**config.mk**
```make
export PLATFORM = sky130hd
export DESIGN_NAME = prio_vec_intc
export DESIGN_NICKNAME = d
export VERILOG_FILES = /design/src/rtl/intc_pkg.sv /design/src/rtl/intc_regs.sv /design/src/rtl/intc_pending.sv /design/src/rtl/intc_select.sv /design/src/rtl/prio_vec_intc.sv
export SDC_FILE = /design/constraint.sdc
export NUM_CORES = 1
export LEC_CHECK = 0
export BUFFER_PORTS_ARGS = -buffer_cell sky130_fd_sc_hd__buf_2
export CORE_ASPECT_RATIO = 0.7
export CORE_MARGIN = 2
export CORE_UTILIZATION = 55
export DETAILED_ROUTE_END_ITERATION = 10
export PLACE_DENSITY = 0.85
export RECOVER_POWER = 50
export SETUP_SLACK_MARGIN = 0.1
export SYNTH_ARGS = -nofsm -noshare
export SYNTH_HDL_FRONTEND = slang
export SYNTH_SLANG_ARGS = --single-unit
```
**constraint.sdc**
```tcl
create_clock -name clk -period 3.3 [get_ports clk]
set_input_delay 0.165 -clock clk [delete_from_list [all_inputs] [get_ports clk]]
set_output_delay 0.165 -clock clk [all_outputs]
set_load 0.03 [all_outputs]
```
**src/rtl/intc_pkg.sv**
```systemverilog
// Package: shared sizes for the vectored interrupt controller.
// Assumes sources are numbered from 1 and the vectors are evenly spaced.
package intc_pkg;
    parameter int NUM_SRC  = 24;
    parameter int GRP_W    = 6;
    parameter int ADDR_W   = 3;
    parameter int DATA_W   = 8;
    parameter int VEC_W    = 16;
    parameter int VEC_BASE = 3;
    parameter int VEC_STEP = 8;
    localparam int NUM_GRP = NUM_SRC / GRP_W;
    localparam int IDX_W   = $clog2(NUM_SRC + 1);
    localparam int ADDR_GLB = 0;
    localparam int ADDR_GRP0 = 1;
endpackage

```
**src/rtl/intc_regs.sv**
```systemverilog
// Module: enable register file. It holds the global enable and NUM_GRP
// enable groups of GRP_W bits each, and offers a combinational read-back.
// Assumes: one write per cycle; undecoded addresses ignore writes and read zero.
module intc_regs
    import intc_pkg::*;
(
    input  logic              clk,
    input  logic              rst_n,
    input  logic              wr_en,
    input  logic [ADDR_W-1:0] wr_addr,
    input  logic [DATA_W-1:0] wr_data,
    input  logic [ADDR_W-1:0] rd_addr,
    output logic [DATA_W-1:0] rd_data,
    output logic              glb_en,
    output logic [NUM_SRC-1:0] src_en
);
    logic [GRP_W-1:0] grp_q [NUM_GRP];
    logic unused_wr_hi;

    assign unused_wr_hi = ^wr_data[DATA_W-1:GRP_W];

    // Global enable register update.
    always_ff @(posedge clk) begin
        if (!rst_n)
            glb_en <= 1'b0;
        else if (wr_en && wr_addr == ADDR_W'(ADDR_GLB))
            glb_en <= wr_data[0];
    end

    for (genvar g = 0; g < NUM_GRP; g++) begin : g_grp
        // Enable group g register update.
        always_ff @(posedge clk) begin
            if (!rst_n)
                grp_q[g] <= '0;
            else if (wr_en && wr_addr == ADDR_W'(ADDR_GRP0 + g))
                grp_q[g] <= wr_data[GRP_W-1:0];
        end
        assign src_en[g*GRP_W +: GRP_W] = grp_q[g];
    end

    // Read-back multiplexer, zero-filled above stored width.
    always_comb begin
        rd_data = '0;
        if (rd_addr == ADDR_W'(ADDR_GLB))
            rd_data[0] = glb_en;
        for (int g = 0; g < NUM_GRP; g++)
            if (rd_addr == ADDR_W'(ADDR_GRP0 + g))
                rd_data[GRP_W-1:0] = grp_q[g];
    end

    // an undecoded write leaves every enable untouched.
    a_r9_undecoded_write: assert property (@(posedge clk) disable iff (!rst_n)
        (wr_en && wr_addr >= ADDR_W'(ADDR_GRP0 + NUM_GRP)) |=>
            ($stable(src_en) && $stable(glb_en)));
endmodule

```
**src/rtl/intc_pending.sv**
```systemverilog
// Module: pending flag array. A request sets its flag and a one-hot clear
// from the selector drops it. A set in the same cycle as a clear wins.
// Assumes clr has at most one bit high.
module intc_pending
    import intc_pkg::*;
(
    input  logic               clk,
    input  logic               rst_n,
    input  logic [NUM_SRC-1:0] req,
    input  logic [NUM_SRC-1:0] clr,
    output logic [NUM_SRC-1:0] pending
);
    // Flag update: keep, clear on acknowledge, set on request.
    always_ff @(posedge clk) begin
        if (!rst_n)
            pending <= '0;
        else
            pending <= (pending & ~clr) | req;
    end

    // a set flag that was not cleared is still set.
    a_r2_flag_held: assert property (@(posedge clk) disable iff (!rst_n)
        1'b1 |=> ((($past(pending) & ~$past(clr)) & ~pending) == '0));

    // a request always leaves its flag set, even against a clear.
    a_r8_set_wins: assert property (@(posedge clk) disable iff (!rst_n)
        1'b1 |=> (($past(req) & ~pending) == '0));
endmodule

```
**src/rtl/intc_select.sv**
```systemverilog
// Module: masking, fixed-priority choice, offer hold and vector build.
// The offer is locked once it is made, and is released by an acknowledge
// or by losing its enables. Source numbers run from 1; vectors are evenly spaced.
module intc_select
    import intc_pkg::*;
(
    input  logic               clk,
    input  logic               rst_n,
    input  logic [NUM_SRC-1:0] pending,
    input  logic [NUM_SRC-1:0] src_en,
    input  logic               glb_en,
    input  logic               ack,
    output logic               valid,
    output logic [IDX_W-1:0]   index,
    output logic [VEC_W-1:0]   vector,
    output logic [NUM_SRC-1:0] clr
);
    logic [NUM_SRC-1:0] act;
    logic               win_found;
    logic [IDX_W-1:0]   win_idx;
    logic               lk_valid;
    logic [IDX_W-1:0]   lk_idx;
    logic               lk_ok;
    logic [IDX_W-1:0]   sel_idx;

    assign act   = pending & src_en & {NUM_SRC{glb_en}};
    assign lk_ok = lk_valid && act[lk_idx];

    // Lowest-numbered eligible source.
    always_comb begin
        win_found = 1'b0;
        win_idx   = '0;
        for (int i = NUM_SRC - 1; i >= 0; i--)
            if (act[i]) begin
                win_found = 1'b1;
                win_idx   = IDX_W'(i);
            end
    end

    // Choice of held offer versus fresh winner.
    always_comb begin
        sel_idx = lk_ok ? lk_idx : win_idx;
        valid   = lk_ok || win_found;
        index   = valid ? sel_idx + IDX_W'(1) : '0;
        vector  = valid ? VEC_W'(VEC_BASE) + VEC_W'(sel_idx) * VEC_W'(VEC_STEP) : '0;
        clr     = '0;
        if (valid && ack)
            clr[sel_idx] = 1'b1;
    end

    // Offer lock: capture while offered, release on acknowledge.
    always_ff @(posedge clk) begin
        if (!rst_n) begin
            lk_valid <= 1'b0;
            lk_idx   <= '0;
        end else begin
            lk_valid <= valid && !ack;
            lk_idx   <= sel_idx;
        end
    end

    // an offer needs both the global and its own enable.
    a_r3_masked: assert property (@(posedge clk) disable iff (!rst_n)
        valid |-> (glb_en && src_en[index - IDX_W'(1)]));

    // an unacknowledged offer does not move while it stays enabled.
    a_r6_offer_stable: assert property (@(posedge clk) disable iff (!rst_n)
        (valid && !ack) |=> (!valid || !act[$past(index) - IDX_W'(1)] ||
                              index == $past(index)));

    // an acknowledge clears at most one flag.
    a_r7_single_clear: assert property (@(posedge clk) disable iff (!rst_n)
        $onehot0(clr));

    // no clear without an offer.
    a_r10_idle_ack: assert property (@(posedge clk) disable iff (!rst_n)
        !valid |-> (clr == '0));
endmodule

```
**src/rtl/prio_vec_intc.sv**
```systemverilog
// Module: top of the fixed-priority vectored interrupt controller.
// It joins the enable registers, the pending flags and the selector.
// The CPU is assumed to hold irq_ack for one cycle per accepted interrupt.
module prio_vec_intc
    import intc_pkg::*;
(
    input  logic               clk,
    input  logic               rst_n,
    input  logic [NUM_SRC-1:0] req,
    input  logic               wr_en,
    input  logic [ADDR_W-1:0]  wr_addr,
    input  logic [DATA_W-1:0]  wr_data,
    input  logic [ADDR_W-1:0]  rd_addr,
    output logic [DATA_W-1:0]  rd_data,
    input  logic               irq_ack,
    output logic               irq_valid,
    output logic [IDX_W-1:0]   irq_index,
    output logic [VEC_W-1:0]   irq_vector
);
    logic               glb_en;
    logic [NUM_SRC-1:0] src_en;
    logic [NUM_SRC-1:0] pending;
    logic [NUM_SRC-1:0] clr;

    intc_regs u_regs (
        .clk(clk), .rst_n(rst_n), .wr_en(wr_en), .wr_addr(wr_addr),
        .wr_data(wr_data), .rd_addr(rd_addr), .rd_data(rd_data),
        .glb_en(glb_en), .src_en(src_en)
    );

    intc_pending u_pend (
        .clk(clk), .rst_n(rst_n), .req(req), .clr(clr), .pending(pending)
    );

    intc_select u_sel (
        .clk(clk), .rst_n(rst_n), .pending(pending), .src_en(src_en),
        .glb_en(glb_en), .ack(irq_ack), .valid(irq_valid),
        .index(irq_index), .vector(irq_vector), .clr(clr)
    );

    // the vector field pattern agrees with the offered number.
    a_r5_vector_form: assert property (@(posedge clk) disable iff (!rst_n)
        irq_valid |-> (irq_vector[2:0] == 3'd3 &&
                       (irq_vector >> 3) == VEC_W'(irq_index - IDX_W'(1))));
endmodule

```
==> results of run 1 <==
==> sequential cells by signal, indices dropped and copies added (netlist names) <==
signal and count:
u_pend.pending 24, u_regs.grp_q 24, u_sel.lk_idx 5, u_regs.glb_en 1, u_sel.lk_valid 1
==> synth_stat cells, types with 7 or more instances <==
| cell type | instances | area, um^2 |
|---|---|---|
| buf_4 | 14 | 105 |
| edfxtp_1 | 24 | 721 |
| nand2_1 | 30 | 113 |
| clkbuf_1 | 10 | 37.5 |
| nand2b_1 | 7 | 43.8 |
| nor2_1 | 30 | 113 |
| o21ai_0 | 40 | 200 |
| and2_1 | 37 | 231 |
| a21oi_1 | 11 | 55.1 |
| a22oi_1 | 11 | 82.6 |
| nand3_1 | 8 | 40.0 |
| dfxtp_1 | 31 | 621 |
| a31oi_1 | 20 | 125 |
| mux2i_1 | 11 | 110 |
==> area by class of cell <==
class	instances	area (um^2)	area share (%)
clock buffers	5	68.8	1.74
inverters	10	40.0	1.01
well taps	75	93.8	2.37
repair buffers	74	418	10.6
flip-flops and latches	55	1340	33.9
multi-input cells	294	1940	49.0
clock inverters	3	55.1	1.39
==> power by group <==
part,internal [uW],switching [uW]
logic,95.4,160
clock network,234,251
registers,754,46.5
total,1080,457
==> final timing paths <==
path | from | end | slack [ns] | cells after the start
max | u_regs.grp_q[3][4] | irq_index[1] | 0.14 | 10
min | req[13] | u_pend.pending[13] | 0.12 | 3
max reg2reg | u_regs.grp_q[3][4] | u_pend.pending[8] | 0.26 | 11
min reg2reg | u_pend.pending[8] | u_pend.pending[8] | 0.56 | 2
==> worst register-to-register path, stage by stage, from the launching register on <==
cell and delay (ns):
edfxtp_1 0.44, and2_1 0.18, mux4_2 0.47, a31oi_1 0.18, and4bb_4 0.23, o22ai_4 0.17
mux2_2 0.42, inv_1 0.13, ha_4 0.13, nand3_1 0.29, nor2_1 0.19, a21oi_1 0.08
==> layout by cell type, fill, tap and decap left out, types with 5 or more instances in the layout <==
cell	n
a211oi_1	5
edfxtp_1	24
nor2b_1	6
a22o_1	5
and2_0	23
a21oi_1	11
nor2_1	30
nand3_1	7
buf_2	55
dfxtp_1	31
conb_1	11
mux2i_1	11
o21ai_0	40
nand2b_1	7
inv_1	5
and2_1	10
buf_4	17
a22oi_1	11
o22ai_1	6
a31oi_1	20
clkbuf_8	5
nand2_1	30
==> per-layer routing <==
metal / vias up / global-route usage [%] / wire length, um / part of all wire (%)
met5: - / 0 / 0 / 0
met4: 0 / 9.44 / 204 / 2.1
met3: 25 / 6.11 / 903 / 9.3
met2: 194 / 44.1 / 4380 / 45
met1: 1529 / 41.6 / 4250 / 44
li1: 1509 / - / - / -
==> metrics by stage <==
step / hold WS (ns) / cells
finish: 0.124 / 516
global route: 0.134 / 516
CTS: 0.117 / 512
detailed placement: 0.447 / 502
global placement: 0.435 / 502
floorplan: 0.310 / 388
==> kinds of logic (layout without fill, tap and decap cells) <==
group | Yosys count | after routing
other cells | 1 | 11
compound gates | 121 | 121
simple gates | 137 | 137
fa+ha+maj | 4 | 4
buf+inv | 39 | 92
flops | 55 | 55
mux | 21 | 21
==> timing repair <==
item / 4_1_cts / 5_1_grt
pin swaps: 1 / 4
cloned: 0 / 0
gates resized for setup: 0 / 16
setup buffers: 2 / 4
setup endpoints to repair: 4 / 19
==> impl_metrics.csv, run 1 <==
group,metric,value,unit
place,portBuffers,58,
route,viasPerCell,6.31,
worst_setup_path,crit_path_top_delay_cell,"mux4_2",
worst_setup_path,path_cells,"and2_1 > mux4_2 > a31oi_1 > and4bb_4 > o22ai_4 > mux2_2 > inv_1 > ha_4 > and2_4 > buf_6",
cts,cts_buffers,5,
timing,clock.fmax,316,MHz
timing,slew_headroom,8.97,%
cts,htree_levels,2,
worst_setup_path,worst-path-buf-inv,2,
layout,fin_util,67.4,%
global_route,track_usage,29.0,%
cts,cts_root_buf,"clkbuf_8",
die,die_w,98.2,um
route,drt-total-wl,9750,um
layout,fill_cells,485,
worst_setup_path,path_max_fanout,4,
synth,avgSynthCellArea,9.04,um^2
power_and_ir_drop,total_power,1540,uW
worst_setup_path,worstSetupEndpointType,"output pin",
worst_setup_path,critPathRequiredTime,3.13,ns
timing,setup_tns,0,ns
global_route,grt_antenna_before_repair,0,
timing,fin_crit_sh,95.8,%
global_route,grt_pass1_wl,15600,um
route,drt_iter0_markers,360,
cts,numClockSinks,55,
worst_setup_path,cp-start-kind,"register",
cts,path_clk_slew,0.11,ns
die,io_pins,72,
synth,yosysSeqAreaShare,39.3,%
route,drc,0,
timing,hold_viol,0,
layout,fin_area,3960,um^2
power_and_ir_drop,p_per_area,389,nW/um^2
synth,synth_flop_cell,"dfxtp_1",
synth,synth_compound_area_share,23.3,%
route,vias,3257,
cts,clockBufferDepth,2,
synth,syn_area,3420,um^2
timing,fin_skew,0.0102,ns
die,initial_core_util,58.2,%
place,globalplace.congestion,0.933,
global_route,grt_pass1_vias,3101,
worst_setup_path,critPathMaxStageDelay,0.47,ns
global_route,grt_max_degree,39,
min_path,hold_path_class,"input pin to register",
place,dpl.hpwl,7290,um
synth,synthArstFlopShare,0,%
worst_setup_path,critPathKind,"register to output pin",
worst_setup_path,crit_family,"multiplexers",
layout,drive_above_1_share,24.9,%
timing,slew_viol_final,0,
route,drtAntennaViolNets,0,
synth,synth_warnings,0,
synth,synthesis.instances,378,
timing,setup_viol,0,
synth,synthAdderAreaFrac,1.47,%
timing,rsz0062_at_grt,"yes",
global_route,gr-total-overflow,0,
cts,clk_latency,0.32,ns
cts,cts_tree,"done",
run_status,status,"finished clean",
synth,synth_seq_cells,55,
synth,synth_top_family_by_area,"compound AO/OA/AOI/OAI gates",
flow_run,cap_violations,0,
place,dpl_cell_area,3730,um^2
timing,fin_ws,0.139,ns
place,dpl_worst_slack,0.146,ns
timing,max_slew.worst_pin.slew,1.37,ns
cts,cts.hold.buffers_added,0,
layout,nNetsFinal,486,
die,core,5870,um^2
layout,syn2layout_area_growth,15.8,%
power_and_ir_drop,cellLeakagePower,0.00160,uW
worst_setup_path,cp.arrival,3.00,ns
die,core.rowCount,23,
die,die-height,69.9,um
route,wl_per_cell,18.9,um
synth,synth_cell_type_count,58,
route,firstDrtPassIters,5,
layout,antenna_cells,0,
synth,synth_mux_area_share,8.21,%
synth,synthSimpleGateAreaFrac,21.3,%
die,die_area,6870,um^2
synth,synth-edff-count,24,
power_and_ir_drop,peakVddDrop,0.334,mV
synth,synth_xor_area_share,0,%
timing,min_period,3.16,ns
No activity file was read; power rests on OpenSTA's default activity.
==> run 2: changes to the inputs <==
--- a/config.mk
+++ b/config.mk
@@ -12,7 +12,7 @@
 export DETAILED_ROUTE_END_ITERATION = 10
 export PLACE_DENSITY = 0.85
 export RECOVER_POWER = 50
-export SETUP_SLACK_MARGIN = 0.1
+export SETUP_SLACK_MARGIN = 0.15
 export SYNTH_ARGS = -nofsm -noshare
 export SYNTH_HDL_FRONTEND = slang
 export SYNTH_SLANG_ARGS = --single-unit
==> run 2 against run 1 <==
Effect of this change: via count shrank 1.1%; routed wire length grew 1.4%; combinational power grew 2%; clock skew is essentially flat; non-clock buffer count grew 1; clock-buffer cell count is the same; first-iteration DRC count grew 12%; setup slack gained 0.024 ns; critical endpoint unchanged.
==> impl_metrics.csv, run 2 (synthesis gave the netlist of run 1 again) <==
group,metric,value,unit
power_and_ir_drop,cellLeakagePower,0.00161,uW
worst_setup_path,crit_family,"multiplexers",
layout,antenna_cells,0,
cts,cts_root_buf,"clkbuf_8",
global_route,grt_pass1_vias,3136,
worst_setup_path,critPathKind,"register to output pin",
global_route,grt_max_degree,39,
cts,clk_latency,0.33,ns
die,die-height,69.9,um
timing,slew_headroom,9.40,%
timing,max_slew.worst_pin.slew,1.36,ns
place,globalplace.congestion,0.933,
cts,htree_levels,2,
power_and_ir_drop,peakVddDrop,0.334,mV
timing,slew_viol_final,0,
worst_setup_path,crit_start,"u_regs.grp_q[3][4]",
worst_setup_path,crit_path_top_delay_cell,"mux4_2",
timing,fin_skew,0.0105,ns
die,core,5870,um^2
timing,min_period,3.14,ns
timing,setup_tns,0,ns
layout,fin_area,3990,um^2
worst_setup_path,critical_path_depth,11,
cts,numClockSinks,55,
worst_setup_path,rrSetupSlack,0.29,ns
layout,reg_top3,"u_pend.pending x24, u_regs.grp_q x24, u_sel.lk_idx x5",
cts,cts_buffers,5,
worst_setup_path,crit_end,"irq_index[1]",
worst_setup_path,cp.arrival,2.97,ns
worst_setup_path,critPathRequiredTime,3.13,ns
die,io_pins,72,
global_route,grt_pass1_wl,15800,um
power_and_ir_drop,p_per_area,387,nW/um^2
route,wl_per_cell,19.1,um
worst_setup_path,path_cells,"and2_1 > mux4_2 > a31oi_1 > and4bb_4 > o22ai_4 > mux2i_1 > buf_4 > inv_4 > ha_4 > and2_4 > buf_6",
cts,path_clk_slew,0.11,ns
layout,fin_cells,517,
place,dpl.hpwl,7290,um
route,drc,0,
layout,fill_cells,477,
worst_setup_path,r2r-start,"u_regs.grp_q[3][4]",
min_path,hold_path_class,"input pin to register",
worst_setup_path,critPathMaxStageDelay,0.47,ns
place,dpl_cell_area,3730,um^2
layout,nNetsFinal,487,
die,initial_core_util,58.2,%
worst_setup_path,worstReg2RegEnd,"u_pend.pending[21]",
flow_run,cap_violations,0,
route,drtAntennaViolNets,0,
route,firstDrtPassIters,5,
layout,layout_common_cells,"buf_2 (54), o21ai_0 (38), dfxtp_1 (31), nand2_1 (30), nor2_1 (30)",
place,place_inst,502,
worst_setup_path,worstSetupEndpointType,"output pin",
timing,setup_viol,0,
timing,clock.fmax,319,MHz
timing,rsz0062_at_grt,"yes",
cts,cts.hold.buffers_added,0,
worst_setup_path,worst-path-buf-inv,3,
worst_setup_path,cp-start-kind,"register",
route,viasPerCell,6.23,
layout,drive_above_1_share,25.3,%
timing,whs,0.118,ns
global_route,track_usage,29.3,%
die,die_w,98.2,um
cts,cts_tree,"done",
layout,syn2layout_area_growth,16.8,%
die,core.rowCount,23,
route,drt-total-wl,9880,um
global_route,grt_antenna_before_repair,0,
layout,final_common_cell,"buf_2",
global_route,gr-total-overflow,0,
timing,fin_crit_sh,95.0,%
run_status,status,"finished clean",
worst_setup_path,r2r_cells,12,
route,vias,3222,
worst_setup_path,path_max_fanout,4,
cts,clockBufferDepth,2,
die,die_area,6870,um^2
route,drt_iter0_markers,404,
place,portBuffers,58,
timing,hold_viol,0,
[run 2: cell count changes in the layout (fill, tap and decap cells not counted), sizes merged]
cell,delta
buf,+1
[run 2: stage by stage]
step / total power [uW] / worst slack (ns) / util, %
6_report: 1550 / 0.163 / 68.0
5_1_grt: 1600 / 0.0338 / 68.0
4_1_cts: 1530 / 0.154 / 66.5
3_5_place_dp: 1050 / 0.146 / 63.6
3_3_place_gp: 1040 / 0.247 / 63.6
2_1_floorplan: 973 / 0.221 / -
[run 2: cell type report]
| cell class | instances | area [um^2] | area share (%) |
|---|---|---|---|
| clock buffer | 5 | 68.8 | 1.72 |
| clock inverter | 3 | 55.1 | 1.38 |
| inverter | 10 | 42.5 | 1.07 |
| multi-input combinational | 294 | 1960 | 49.2 |
| sequential | 55 | 1340 | 33.6 |
| tap | 75 | 93.8 | 2.35 |
| timing repair buffer | 75 | 428 | 10.7 |
[run 2: per-layer routing]
layer | up-vias | GRT usage, % | wire length (um)
met1 | 1526 | 41.8 | 4490
met5 | - | 0 | 0
met4 | 0 | 10.2 | 202
met3 | 23 | 6.01 | 736
met2 | 168 | 44.7 | 4450
li1 | 1505 | - | -
[run 2: worst min-delay path by stage]
stage / cells after the start / slack [ns] / from / to
2_1_floorplan: 2 / 0.31 / wr_data[0] / u_regs.glb_en
3_3_place_gp: 3 / 0.44 / req[12] / u_pend.pending[12]
3_5_place_dp: 3 / 0.45 / req[13] / u_pend.pending[13]
4_1_cts: 3 / 0.12 / req[13] / u_pend.pending[13]
5_1_grt: 3 / 0.13 / req[1] / u_pend.pending[1]
6_report: 3 / 0.12 / req[13] / u_pend.pending[13]
[run 2: worst min-delay path, delay by kind of cell]
kind,cells,cell delay (ns)
AOI/OAI and AO/OA,1,0.12
buffers and inverters,1,0.08
and+or+nand+nor,1,0.04
[run 2: where the power goes]
group	leakage [uW]	switching, uW	total (uW)	internal, uW
combinational	0.00105	164	260	96.3
clock	0.0000611	253	487	234
sequential	0.000490	45.8	799	754
[run 2: timing repair]
action / in CTS / in global routing
resized for setup: 0 / 24
setup endpoints to repair: 5 / 23
hold endpoints to repair: 0 / 0
pin swaps: 1 / 4
cloned: 0 / 0
setup buffers: 6 / 1
